`src/rtl/pwr_ctl_pkg.sv`:
```
package pwr_ctl_pkg;

    localparam int CTRL_BITS   = 9;
    localparam int BKP_BIT     = 8;
    localparam int LVL_LSB     = 5;
    localparam int LVL_W       = 3;
    localparam int DET_BIT     = 4;
    localparam int SBCLR_BIT   = 3;
    localparam int WUCLR_BIT   = 2;
    localparam int SBYSEL_BIT  = 1;
    localparam int LPREG_BIT   = 0;

    typedef enum logic [1:0] {
        LPM_RUN     = 2'd0,
        LPM_STOP    = 2'd1,
        LPM_STANDBY = 2'd2
    } lp_mode_e;

    typedef struct packed {
        logic             bkp_unlock;
        logic [LVL_W-1:0] det_level;
        logic             det_en;
        logic             sby_sel;
        logic             lp_reg;
    } ctrl_t;

    typedef struct packed {
        logic sb_clr;
        logic wu_clr;
    } strobe_t;

    function automatic ctrl_t unpack_ctrl(input logic [CTRL_BITS-1:0] w);
        ctrl_t c;
        c.bkp_unlock = w[BKP_BIT];
        c.det_level  = w[LVL_LSB +: LVL_W];
        c.det_en     = w[DET_BIT];
        c.sby_sel    = w[SBYSEL_BIT];
        c.lp_reg     = w[LPREG_BIT];
        return c;
    endfunction

    function automatic logic [CTRL_BITS-1:0] pack_ctrl(input ctrl_t c);
        logic [CTRL_BITS-1:0] w;
        w                       = '0;
        w[BKP_BIT]              = c.bkp_unlock;
        w[LVL_LSB +: LVL_W]     = c.det_level;
        w[DET_BIT]              = c.det_en;
        w[SBYSEL_BIT]           = c.sby_sel;
        w[LPREG_BIT]            = c.lp_reg;
        return w;
    endfunction

    function automatic lp_mode_e pick_mode(input ctrl_t c);
        return c.sby_sel ? LPM_STANDBY : LPM_STOP;
    endfunction

endpackage

```
`src/rtl/pwr_ctl_regs.sv`:
```
module pwr_ctl_regs
    import pwr_ctl_pkg::*;
#(
    parameter int DATA_W = 32
) (
    input  logic              clk,
    input  logic              rst,
    input  logic              wr_en,
    input  logic [DATA_W-1:0] wdata,
    output logic [DATA_W-1:0] rdata,
    output ctrl_t             ctrl,
    output strobe_t           strb
);

    ctrl_t ctrl_q;

    always_ff @(posedge clk) begin
        if (rst) begin
            ctrl_q <= '0;
        end else if (wr_en) begin
            ctrl_q <= unpack_ctrl(wdata[CTRL_BITS-1:0]);
        end
    end

    always_comb begin
        strb.sb_clr = wr_en & wdata[SBCLR_BIT];
        strb.wu_clr = wr_en & wdata[WUCLR_BIT];
    end

    assign ctrl  = ctrl_q;
    assign rdata = DATA_W'(pack_ctrl(ctrl_q));


    field_readback_chk: assert property (@(posedge clk) disable iff (rst)
        wr_en |=> (rdata[BKP_BIT:DET_BIT] == $past(wdata[BKP_BIT:DET_BIT])));


    mode_bits_readback_chk: assert property (@(posedge clk) disable iff (rst)
        wr_en |=> (rdata[SBYSEL_BIT:LPREG_BIT] == $past(wdata[SBYSEL_BIT:LPREG_BIT])));


    strobe_reads_zero_chk: assert property (@(posedge clk) disable iff (rst)
        wr_en |=> (rdata[SBCLR_BIT:WUCLR_BIT] == 2'b00));

endmodule

```
`src/rtl/pwr_ctl_flags.sv`:
```
module pwr_ctl_flags
    import pwr_ctl_pkg::*;
#(
    parameter int WU_CLR_DELAY = 2
) (
    input  logic    clk,
    input  logic    rst,
    input  strobe_t strb,
    input  logic    sb_set,
    input  logic    wu_set,
    output logic    sb_flag,
    output logic    wu_flag
);

    localparam int STG = (WU_CLR_DELAY > 1) ? WU_CLR_DELAY - 1 : 1;

    logic [STG-1:0] wu_pipe;
    logic           wu_fire;

    generate
        if (STG == 1) begin : g_one
            always_ff @(posedge clk) begin
                if (rst) wu_pipe <= '0;
                else     wu_pipe <= strb.wu_clr;
            end
        end else begin : g_many
            always_ff @(posedge clk) begin
                if (rst) wu_pipe <= '0;
                else     wu_pipe <= {wu_pipe[STG-2:0], strb.wu_clr};
            end
        end
    endgenerate

    assign wu_fire = wu_pipe[STG-1];

    always_ff @(posedge clk) begin
        if (rst) begin
            sb_flag <= 1'b0;
        end else if (sb_set) begin
            sb_flag <= 1'b1;
        end else if (strb.sb_clr) begin
            sb_flag <= 1'b0;
        end
    end

    always_ff @(posedge clk) begin
        if (rst) begin
            wu_flag <= 1'b0;
        end else if (wu_set) begin
            wu_flag <= 1'b1;
        end else if (wu_fire) begin
            wu_flag <= 1'b0;
        end
    end


    sb_clear_chk: assert property (@(posedge clk) disable iff (rst)
        (strb.sb_clr && !sb_set) |=> !sb_flag);


    wu_set_wins_chk: assert property (@(posedge clk) disable iff (rst)
        wu_set |=> wu_flag);

    generate
        if (WU_CLR_DELAY == 2) begin : g_chk2

            wu_clear_late_chk: assert property (@(posedge clk) disable iff (rst)
                ($past(strb.wu_clr) && !wu_set) |=> !wu_flag);

            wu_clear_not_early_chk: assert property (@(posedge clk) disable iff (rst)
                (wu_flag && !$past(strb.wu_clr)) |=> wu_flag);
        end
    endgenerate

endmodule

```
`src/rtl/pwr_ctl_mode.sv`:
```
module pwr_ctl_mode
    import pwr_ctl_pkg::*;
(
    input  logic     clk,
    input  logic     rst,
    input  ctrl_t    ctrl,
    input  logic     deep_sleep_req,
    input  logic     wake_evt,
    output lp_mode_e mode,
    output logic     reg_lp
);

    lp_mode_e mode_q;
    logic     reg_lp_q;

    always_ff @(posedge clk) begin
        if (rst) begin
            mode_q   <= LPM_RUN;
            reg_lp_q <= 1'b0;
        end else if (mode_q == LPM_RUN) begin
            if (deep_sleep_req) begin
                mode_q   <= pick_mode(ctrl);
                reg_lp_q <= !ctrl.sby_sel && ctrl.lp_reg;
            end
        end else if (wake_evt) begin
            mode_q   <= LPM_RUN;
            reg_lp_q <= 1'b0;
        end
    end

    assign mode   = mode_q;
    assign reg_lp = reg_lp_q;


    sleep_entry_chk: assert property (@(posedge clk) disable iff (rst)
        (mode == LPM_RUN && deep_sleep_req) |=>
            (mode == ($past(ctrl.sby_sel) ? LPM_STANDBY : LPM_STOP)));


    regulator_only_in_stop_chk: assert property (@(posedge clk) disable iff (rst)
        (mode != LPM_STOP) |-> !reg_lp);


    mode_hold_chk: assert property (@(posedge clk) disable iff (rst)
        (mode != LPM_RUN && !wake_evt) |=> ($stable(mode) && $stable(reg_lp)));


    wake_exit_chk: assert property (@(posedge clk) disable iff (rst)
        (mode != LPM_RUN && wake_evt) |=> (mode == LPM_RUN));

endmodule

```
`src/rtl/pwr_ctl_top.sv`:
```
module pwr_ctl_top
    import pwr_ctl_pkg::*;
#(
    parameter int DATA_W       = 32,
    parameter int WU_CLR_DELAY = 2
) (
    input  logic              clk,
    input  logic              rst,
    input  logic              wr_en,
    input  logic [DATA_W-1:0] wdata,
    output logic [DATA_W-1:0] rdata,
    input  logic              sb_set,
    input  logic              wu_set,
    output logic              sb_flag,
    output logic              wu_flag,
    input  logic              deep_sleep_req,
    input  logic              wake_evt,
    output logic              bkp_wr_en,
    output logic [2:0]        det_level,
    output logic              det_en,
    output logic [1:0]        lp_mode,
    output logic              reg_lowpwr
);

    ctrl_t    ctrl;
    strobe_t  strb;
    lp_mode_e mode;

    pwr_ctl_regs #(.DATA_W(DATA_W)) u_regs (
        .clk   (clk),
        .rst   (rst),
        .wr_en (wr_en),
        .wdata (wdata),
        .rdata (rdata),
        .ctrl  (ctrl),
        .strb  (strb)
    );

    pwr_ctl_flags #(.WU_CLR_DELAY(WU_CLR_DELAY)) u_flags (
        .clk     (clk),
        .rst     (rst),
        .strb    (strb),
        .sb_set  (sb_set),
        .wu_set  (wu_set),
        .sb_flag (sb_flag),
        .wu_flag (wu_flag)
    );

    pwr_ctl_mode u_mode (
        .clk            (clk),
        .rst            (rst),
        .ctrl           (ctrl),
        .deep_sleep_req (deep_sleep_req),
        .wake_evt       (wake_evt),
        .mode           (mode),
        .reg_lp         (reg_lowpwr)
    );

    assign bkp_wr_en = ctrl.bkp_unlock;
    assign det_level = ctrl.det_level;
    assign det_en    = ctrl.det_en;
    assign lp_mode   = mode;


    reset_state_chk: assert property (@(posedge clk)
        rst |=> (rdata == '0 && lp_mode == 2'd0 && !sb_flag && !wu_flag));

endmodule

```
`config.mk`:
```
export PLATFORM = sky130hd
export DESIGN_NAME = pwr_ctl_top
export DESIGN_NICKNAME = d
export VERILOG_FILES = /design/src/rtl/pwr_ctl_pkg.sv /design/src/rtl/pwr_ctl_regs.sv /design/src/rtl/pwr_ctl_flags.sv /design/src/rtl/pwr_ctl_mode.sv /design/src/rtl/pwr_ctl_top.sv
export SDC_FILE = /design/constraint.sdc
export NUM_CORES = 1
export LEC_CHECK = 0
export ABC_AREA = 0
export BUFFER_PORTS_ARGS = -buffer_cell sky130_fd_sc_hd__buf_2
export CELL_PAD_IN_SITES_DETAIL_PLACEMENT = 0
export CELL_PAD_IN_SITES_GLOBAL_PLACEMENT = 2
export CORE_ASPECT_RATIO = 0.9
export CORE_UTILIZATION = 13
export DETAILED_ROUTE_END_ITERATION = 7
export GPL_TIMING_DRIVEN = 0
export PLACE_DENSITY = 0.75
export SLEW_MARGIN = 40
export SYNTH_ARGS = -nofsm -noshare
export SYNTH_HDL_FRONTEND = slang
export SYNTH_SLANG_ARGS = --single-unit
```
`constraint.sdc`:
```
create_clock -name clk -period 1.1 [get_ports clk]
set_input_delay 0.055 -clock clk [delete_from_list [all_inputs] [get_ports clk]]
set_output_delay 0.055 -clock clk [all_outputs]
set_load 0.02 [all_outputs]
```
=== Word-level counts from Yosys, hierarchy flattened ===
Cells that the tools add are included.
W data, S select, Z words.

* Bits in registers: 13
* Latch bits: 0
* RAM bits: 0
* ROM bits: 0
* Word-level logic and storage cells: 31
* Memories kept: 0

* Add/sub/neg operators: 0
* $mul: 0
* Divide/modulo/power cells: 0
* $lt $le $gt $ge: 0
* Equality and inequality tests: 1
* Shifts and indexed selects: 0
* Muxes and demuxes: 11
* Bitwise logic cells: 2
* Reductions and logical operators: 7

{| class="wikitable"
|+ Operators with widths
! operator !! count
|-
| $mux W2 || 4
|-
| $mux W1 || 7
|-
| $reduce_bool A2 Y1 || 3
|-
| $and A1 B1 Y1 || 2
|-
| $logic_not A2 Y1 || 1
|-
| $ne A2 B2 Y1 const B || 1
|-
| $reduce_and A2 Y1 || 1
|-
| $logic_and A1 B1 Y1 || 1
|-
| $logic_not A1 Y1 || 1
|}

=== Depth between registers and ports, before layout ===
Gate-level depths: netlist of run 1.

* Depth in word-level cells: 4
* Depth in mapped cells: 4
* Depth with buffers taken out: 3

=== Modules after synthesis ===
From an unflattened synthesis of run 1, not the netlist that was laid out.

* Cells, all modules: 81
* Area, all modules: 732.0 sq um

{| class="wikitable"
|+ By module, submodules not included
! module !! times used !! cells each !! area each (sq um)
|-
| pwr_ctl_regs || 1 || 57 || 506.7
|-
| pwr_ctl_mode || 1 || 14 || 128.9
|-
| pwr_ctl_flags || 1 || 10 || 96.3
|}

=== Worst setup path before layout of run 1 ===
No wires, ideal clock.

* Path kind: reg2reg
* From: reg u_mode.mode_q[1] (netlist: u_mode.mode[1])
* To: reg u_mode.reg_lp_q (netlist: u_mode.reg_lp)
* Library setup time: 0.128 ns
* Data arrival time: 0.992 ns
* Slack: -0.019 ns
* Cell stages (with the launch flop): 4
* Cell sequence: dfxtp_1 > or3b_1 > a32oi_1 > nor2_1

* Cells in the longest elaborated chain, start to end: 3
* Elaborated cells between the ends (all ways): 5
* Those cells by class: eq/ne: 1; mux: 1; reduce/logical: 3

{| class="wikitable"
|+ RTL lines
! element !! RTL line !! text
|-
| from (decl) || pwr_ctl_mode.sv:13 || <nowiki>lp_mode_e mode_q;</nowiki>
|-
| from (signal assigned) || pwr_ctl_mode.sv:22 || <nowiki>mode_q <= pick_mode(ctrl);</nowiki>
|-
| $logic_not A2 Y1 (*) || pwr_ctl_mode.sv:20 || <nowiki>end else if (mode_q == LPM_RUN) begin</nowiki>
|-
| $ne A2 B2 Y1 (no line) / $reduce_bool A2 Y1 (equally long branches) || -- ||
|-
| $reduce_and A2 Y1 (no line) || -- ||
|-
| to (signal assigned) || pwr_ctl_mode.sv:23 || <nowiki>reg_lp_q <= !ctrl.sby_sel && ctrl.lp_reg;</nowiki>
|-
| to (decl) || pwr_ctl_mode.sv:14 || <nowiki>logic reg_lp_q;</nowiki>
|}

Mark *: on every way between the ends. The rest lies on a longest branch, timed or not.
A chain may end at the register's enable or synchronous reset.

=== Worst setup path after layout of run 1 ===
* From: reg u_mode.mode_q[0] (netlist: u_mode.mode[0])
* To: reg u_mode.reg_lp_q (netlist: u_mode.reg_lp)

The elaborated chain is that of the path after synthesis.

==> results.sh, run 1 <==
export IMPL_r2r_slack_ns=0.06
export IMPL_ant_nets=0
export IMPL_vias=615
export IMPL_grt_max_degree=11
export IMPL_wire_per_inst_um=7.68
export IMPL_wl_met3_um=193
export IMPL_seq_area_frac_synth_pct=37.4
export IMPL_ff2ff_path_depth=3
export IMPL_cpPeakStageDelay_ns=0.37
export IMPL_leakage_nw=0.625
export IMPL_crit_required_ns=1.22
export IMPL_fin_nets=180
export IMPL_design_area_um2=1090
export IMPL_drt_iter0_drc=16
export IMPL_wl_met1_um=686
export IMPL_hold_class="input port to flip-flop"
export IMPL_end_kind="flip-flop"
export IMPL_n_antenna_cell=0
export IMPL_r2r_start="u_mode.mode[0]$_SDFFE_PP0P_"
export IMPL_synth_cell_type_count=15
export IMPL_num_rows=24
export IMPL_placement_cell_area_um2=1020
export IMPL_grt_pass1_vias=479
export IMPL_synth_seq_cells=13
export IMPL_pin_count=81
export IMPL_syn_to_final_growth_pct=56.3
export IMPL_grt_pass1_wl_mm=2.35
export IMPL_wl_met2_um=671
export IMPL_finalNonFillerCells=205
export IMPL_timing_fmax_mhz=958
export IMPL_highest_layer="met4"
export IMPL_dieArea_um2=5650
export IMPL_powerDensity_nw_per_um2=1180
export IMPL_hold_viol_final=0
export IMPL_critPathArrivalTime_ns=1.16
export IMPL_h_tree_depth=1
export IMPL_path_class="flip-flop to flip-flop"
export IMPL_synthCells=79
export IMPL_die_x_um=79.1
export IMPL_cp_start_kind="flip-flop"
export IMPL_cts_tree="yes"
export IMPL_timing_rr_end="u_mode.reg_lp$_SDFFE_PP0P_"
export IMPL_ir_worst_vdd_v=0.000438
export IMPL_drive_gt1_share_pct=50.0
export IMPL_ys_warn_count=0
export IMPL_status="completed"
export IMPL_cap_viol_max_count=0
export IMPL_slew_viol_final=0
export IMPL_overflow=0
export IMPL_clk_pin_slew_ns=0.06
export IMPL_cpMaxStageDelayCell="or3b_1"
export IMPL_syn_mean_instance_area_um2=8.81
export IMPL_min_path_cells=2
export IMPL_fin_crit_ns=1.04
export IMPL_die_y_um=71.4
export IMPL_start_util_pct=14.0
export IMPL_dpl_hpwl_mm=1.24
export IMPL_clock_sinks=13
export IMPL_dp_cells=199
export IMPL_portBuffers=31
export IMPL_clk_root_buffer_cell="clkbuf_8"
export IMPL_clock_skew_ns=0.00136
export IMPL_cp_max_fo=4
export IMPL_antenna_found_initial=0
export IMPL_numCtsBuffers=3
export IMPL_hold_end="u_mode.mode[1]$_SDFFE_PP0P_"
export IMPL_cts_hold_buf=0
export IMPL_fin_crit_sh_pct=94.9
export IMPL_netlist_area_um2=696
export IMPL_cts_max_path_buffers=2
export IMPL_rsz0062_at_grt="yes"
export IMPL_first_pass_iters=4
export IMPL_holdCritStartpoint="rst"
export IMPL_drcViolationCount=0
export IMPL_setup_viol=0
export IMPL_wl_mm=1.58
export IMPL_via_per_inst=3.00
export IMPL_cp_cell_sequence="or3b_1 > a32oi_1 > nor2_1"
export IMPL_place_congestion=0.639
export IMPL_gr_usage_all_layers_pct=5.53
export IMPL_clk_latency_ns=0.24
export IMPL_coreArea_um2=4980
-- Yosys cell counts, drive strengths merged --
cell type / count / area (µm²)
a21oi: 4 / 20.0
a32oi: 1 / 8.76
and4bb: 1 / 12.5
buf: 32 / 234
conb: 1 / 3.75
dfxtp: 13 / 260
inv: 2 / 7.51
mux2i: 7 / 70.1
nand2: 2 / 7.51
nor2: 13 / 48.8
nor4b: 1 / 8.76
o21ai: 1 / 5.00
or3b: 1 / 8.76
-- logic make-up (layout without fill, tap and decap cells) --
family	Yosys count	in the layout	share of synthesized area [%]
buffers and inverters	34	71	34.7
and+or+nand+nor	18	18	12.4
DFF	13	13	37.4
muxes	7	7	10.1
AOI/OAI and AO/OA	6	6	4.86
other	1	25	0.539
-- cell type report --
cell class / count / area, µm²
plain buffers: 32 / 234
fillers: 593 / 3900
clock buffers: 4 / 45.0
flip-flops and latches: 13 / 265
well taps: 65 / 81.3
inverters: 2 / 7.51
multi-input cells: 56 / 284
repair buffers: 33 / 170
-- state kept, by name, summed over array words and instances (netlist names) --
name	flops
u_regs.ctrl	7
u_mode.reg_lp	1
u_mode.mode	2
u_flags.wu_flag	1
u_flags.wu_fire	1
u_flags.sb_flag	1
-- cell usage in the layout, fill, tap and decap left out, types with 2 or more instances in the layout --
cell,instances
buf_4,32
mux2i_1,7
buf_2,32
conb_1,25
nand2_1,2
clkbuf_8,3
dfxtp_1,11
inv_1,2
nor2_1,13
a21oi_1,4
-- layer usage --
metal,vias up,global-route usage (%)
met4,0,1.82
met5,-,0
met1,253,6.59
met3,2,2.17
met2,39,9.10
li1,321,-
-- where the power goes --
part	internal [W]	total [W]	switching, W	leakage (nW)
sequential	0.000498	0.000516	0.0000183	0.108
combinational	0.000147	0.000339	0.000192	0.494
clock	0.000256	0.000426	0.000170	0.0228
-- stage by stage --
step	hold slack, ns	TNS, ns	power (W)	util (%)	worst slack (ns)
global placement	0.264	0	0.000860	20.5	0.0300
floorplan	0.120	0	0.000784	-	0.00385
global route	0.0207	-0.0153	0.00135	21.8	-0.0153
CTS	0.0115	0	0.00130	21.4	0.0141
detailed placement	0.271	0	0.000861	20.5	0.0234
finish	0.0216	0	0.00128	21.8	0.0563
-- how the worst max path moves through the flow --
stage | startpoint | endpoint | slack [ns] | cells past startpoint
2_1_floorplan | u_mode.mode[0]$_SDFFE_PP0P_ | u_mode.reg_lp$_SDFFE_PP0P_ | 0.004 | 3
3_3_place_gp | u_mode.mode[1]$_SDFFE_PP0P_ | u_mode.reg_lp$_SDFFE_PP0P_ | 0.03 | 3
3_5_place_dp | u_mode.mode[1]$_SDFFE_PP0P_ | u_mode.reg_lp$_SDFFE_PP0P_ | 0.02 | 3
4_1_cts | u_mode.mode[1]$_SDFFE_PP0P_ | u_mode.reg_lp$_SDFFE_PP0P_ | 0.01 | 3
5_1_grt | u_mode.mode[0]$_SDFFE_PP0P_ | u_mode.reg_lp$_SDFFE_PP0P_ | -0.02 | 3
6_report | u_mode.mode[0]$_SDFFE_PP0P_ | u_mode.reg_lp$_SDFFE_PP0P_ | 0.06 | 3
-- worst max-delay path, delay by kind of cell, from the launching register on --
| family | cells | cell delay [ns] |
|---|---|---|
| simple gates | 2 | 0.42 |
| flops | 1 | 0.33 |
| compound gates | 1 | 0.18 |
-- repair_timing --
action / in CTS / in global routing
buffers inserted: 0 / 2
resized for setup: 0 / 2
endpoints found under the setup margin: 0 / 1
(Power assumes the default switching activity.)
==> inputs of run 2 (changes only) <==
--- a/config.mk
+++ b/config.mk
@@ -13,6 +13,7 @@
 export CORE_UTILIZATION = 13
 export DETAILED_ROUTE_END_ITERATION = 7
 export GPL_TIMING_DRIVEN = 0
+export MAX_ROUTING_LAYER = met4
 export PLACE_DENSITY = 0.75
 export SLEW_MARGIN = 40
 export SYNTH_ARGS = -nofsm -noshare
==> run 2 against run 1 <==
Compared with the run above: cell area is the same; clock power is essentially flat; clock skew is the same; maximum frequency is the same; die area is the same; worst setup slack is the same; sequential power is essentially flat; non-clock buffer count is the same; first-iteration DRC count shrank 6.3%; via count grew 0.16%; largest power group unchanged.
==> results.sh, run 2 (synthesis gave the netlist of run 1 again) <==
export IMPL_grt_pass1_wl_mm=2.35
export IMPL_timing_fmax_mhz=958
export IMPL_netSwitchingFraction_pct=29.7
export IMPL_cts_hold_buf=0
export IMPL_hold_viol_final=0
export IMPL_ir_worst_vdd_v=0.000438
export IMPL_power_w=0.00128
export IMPL_start_util_pct=14.0
export IMPL_ant_nets=0
export IMPL_vias=616
export IMPL_drcViolationCount=0
export IMPL_grt_pass1_vias=479
export IMPL_n_antenna_cell=0
export IMPL_num_rows=24
export IMPL_clock_sinks=13
export IMPL_die_x_um=79.1
export IMPL_cp_start_kind="flip-flop"
export IMPL_slew_viol_final=0
export IMPL_clock_skew_ns=0.00136
export IMPL_leakage_nw=0.625
export IMPL_register_area_um2=265
export IMPL_h_tree_depth=1
export IMPL_largest_reg_flops=7
export IMPL_fin_crit_sh_pct=94.9
export IMPL_dieArea_um2=5650
export IMPL_fillers=593
export IMPL_critPathArrivalTime_ns=1.16
export IMPL_final_cell_mix="buf_2 (32), buf_4 (32), conb_1 (25), nor2_1 (13), dfxtp_1 (11)"
export IMPL_cap_viol_max_count=0
export IMPL_cts_max_path_buffers=2
export IMPL_die_y_um=71.4
export IMPL_powerDensity_nw_per_um2=1180
export IMPL_cp_max_fo=4
export IMPL_multiInputGateArea_um2=284
export IMPL_p_clk_share_pct=33.2
export IMPL_numCtsBuffers=3
export IMPL_drive_gt1_share_pct=50.0
export IMPL_wl_mm=1.58
export IMPL_power_internal_w=0.000901
export IMPL_grt_max_degree=11
export IMPL_end_kind="flip-flop"
export IMPL_switchingPower_w=0.000381
export IMPL_pin_count=81
export IMPL_dpl_hpwl_mm=1.24
export IMPL_place_congestion=0.644
export IMPL_placement_cell_area_um2=1020
export IMPL_path_class="flip-flop to flip-flop"
export IMPL_overflow=0
export IMPL_hold_class="input port to flip-flop"
export IMPL_fin_crit_ns=1.04
export IMPL_status="completed"
export IMPL_antenna_found_initial=0
export IMPL_clk_root_buffer_cell="clkbuf_8"
export IMPL_syn_to_final_growth_pct=56.3
export IMPL_setup_viol=0
export IMPL_clk_pin_slew_ns=0.06
export IMPL_gr_usage_all_layers_pct=5.70
export IMPL_coreArea_um2=4980
export IMPL_drt_iter0_drc=15
export IMPL_design_area_um2=1090
export IMPL_via_per_inst=3.00
export IMPL_cts_tree="yes"
export IMPL_rsz0062_at_grt="yes"
export IMPL_combPwrFrac_pct=26.5
export IMPL_timing_hold_ws_ns=0.0216
export IMPL_wire_per_inst_um=7.68
export IMPL_p_seq_share_pct=40.3
export IMPL_portBuffers=31
export IMPL_first_pass_iters=4
export IMPL_clk_latency_ns=0.24
export IMPL_fin_nets=180
export IMPL_crit_required_ns=1.22
[run 2: cell counts in the layout (fill, tap and decap cells not counted)]
No cell type changed its count.
[run 2: final cells by class]
class	count	share of cell area, %
clock buffers	4	4.14
plain buffers	32	21.5
well taps	65	7.48
repair buffers	33	15.7
inverters	2	0.690
multi-input cells	56	26.1
flip-flops and latches	13	24.4
[run 2: power groups by stage]
stage	logic [W]	clock network [W]	registers, W
3_5_place_dp	0.000332	0	0.000529
6_report	0.000339	0.000426	0.000516
2_1_floorplan	0.000225	0	0.000558
5_1_grt	0.000367	0.000464	0.000521
4_1_cts	0.000332	0.000450	0.000519
3_3_place_gp	0.000331	0	0.000529
[run 2: timing repair]
| item | 4_1_cts | 5_1_grt |
|---|---|---|
| setup endpoints to repair | 0 | 1 |
| resized for setup | 0 | 2 |
| setup buffers | 0 | 2 |
[run 2: final timing paths]
| path | slack, ns | start | depth (start not counted) | end |
|---|---|---|---|---|
| worst min register to register | 0.48 | u_flags.sb_flag$_SDFFE_PP0P_ | 2 | u_flags.sb_flag$_SDFFE_PP0P_ |
| worst min-delay path | 0.02 | rst | 2 | u_mode.mode[1]$_SDFFE_PP0P_ |
| worst max-delay path | 0.06 | u_mode.mode[0]$_SDFFE_PP0P_ | 3 | u_mode.reg_lp$_SDFFE_PP0P_ |
| worst max register to register | 0.06 | u_mode.mode[0]$_SDFFE_PP0P_ | 3 | u_mode.reg_lp$_SDFFE_PP0P_ |
[run 2: routing by layer]
layer | vias up | global-route usage [%] | share of wire, % | wire (µm)
met2 | 39 | 9.10 | 43 | 672
met4 | 0 | 1.82 | 1.4 | 22
li1 | 321 | - | - | -
met5 | - | - | 0 | 0
met3 | 2 | 2.04 | 12 | 186
met1 | 254 | 6.67 | 44 | 693
[run 2: through the flow]
stage / setup slack [ns] / cells / TNS (ns) / utilization, %
2_1_floorplan: 0.00385 / 103 / 0 / -
3_3_place_gp: 0.0300 / 199 / 0 / 20.5
3_5_place_dp: 0.0234 / 199 / 0 / 20.5
4_1_cts: 0.0141 / 203 / 0 / 21.4
5_1_grt: -0.0153 / 205 / -0.0153 / 21.8
6_report: 0.0563 / 205 / 0 / 21.8
[run 2: worst max-delay path, stage by stage (launching register included)]
cell	delay [ns]
dfxtp_2	0.33
or3b_1	0.37
a32oi_1	0.18
nor2_1	0.05
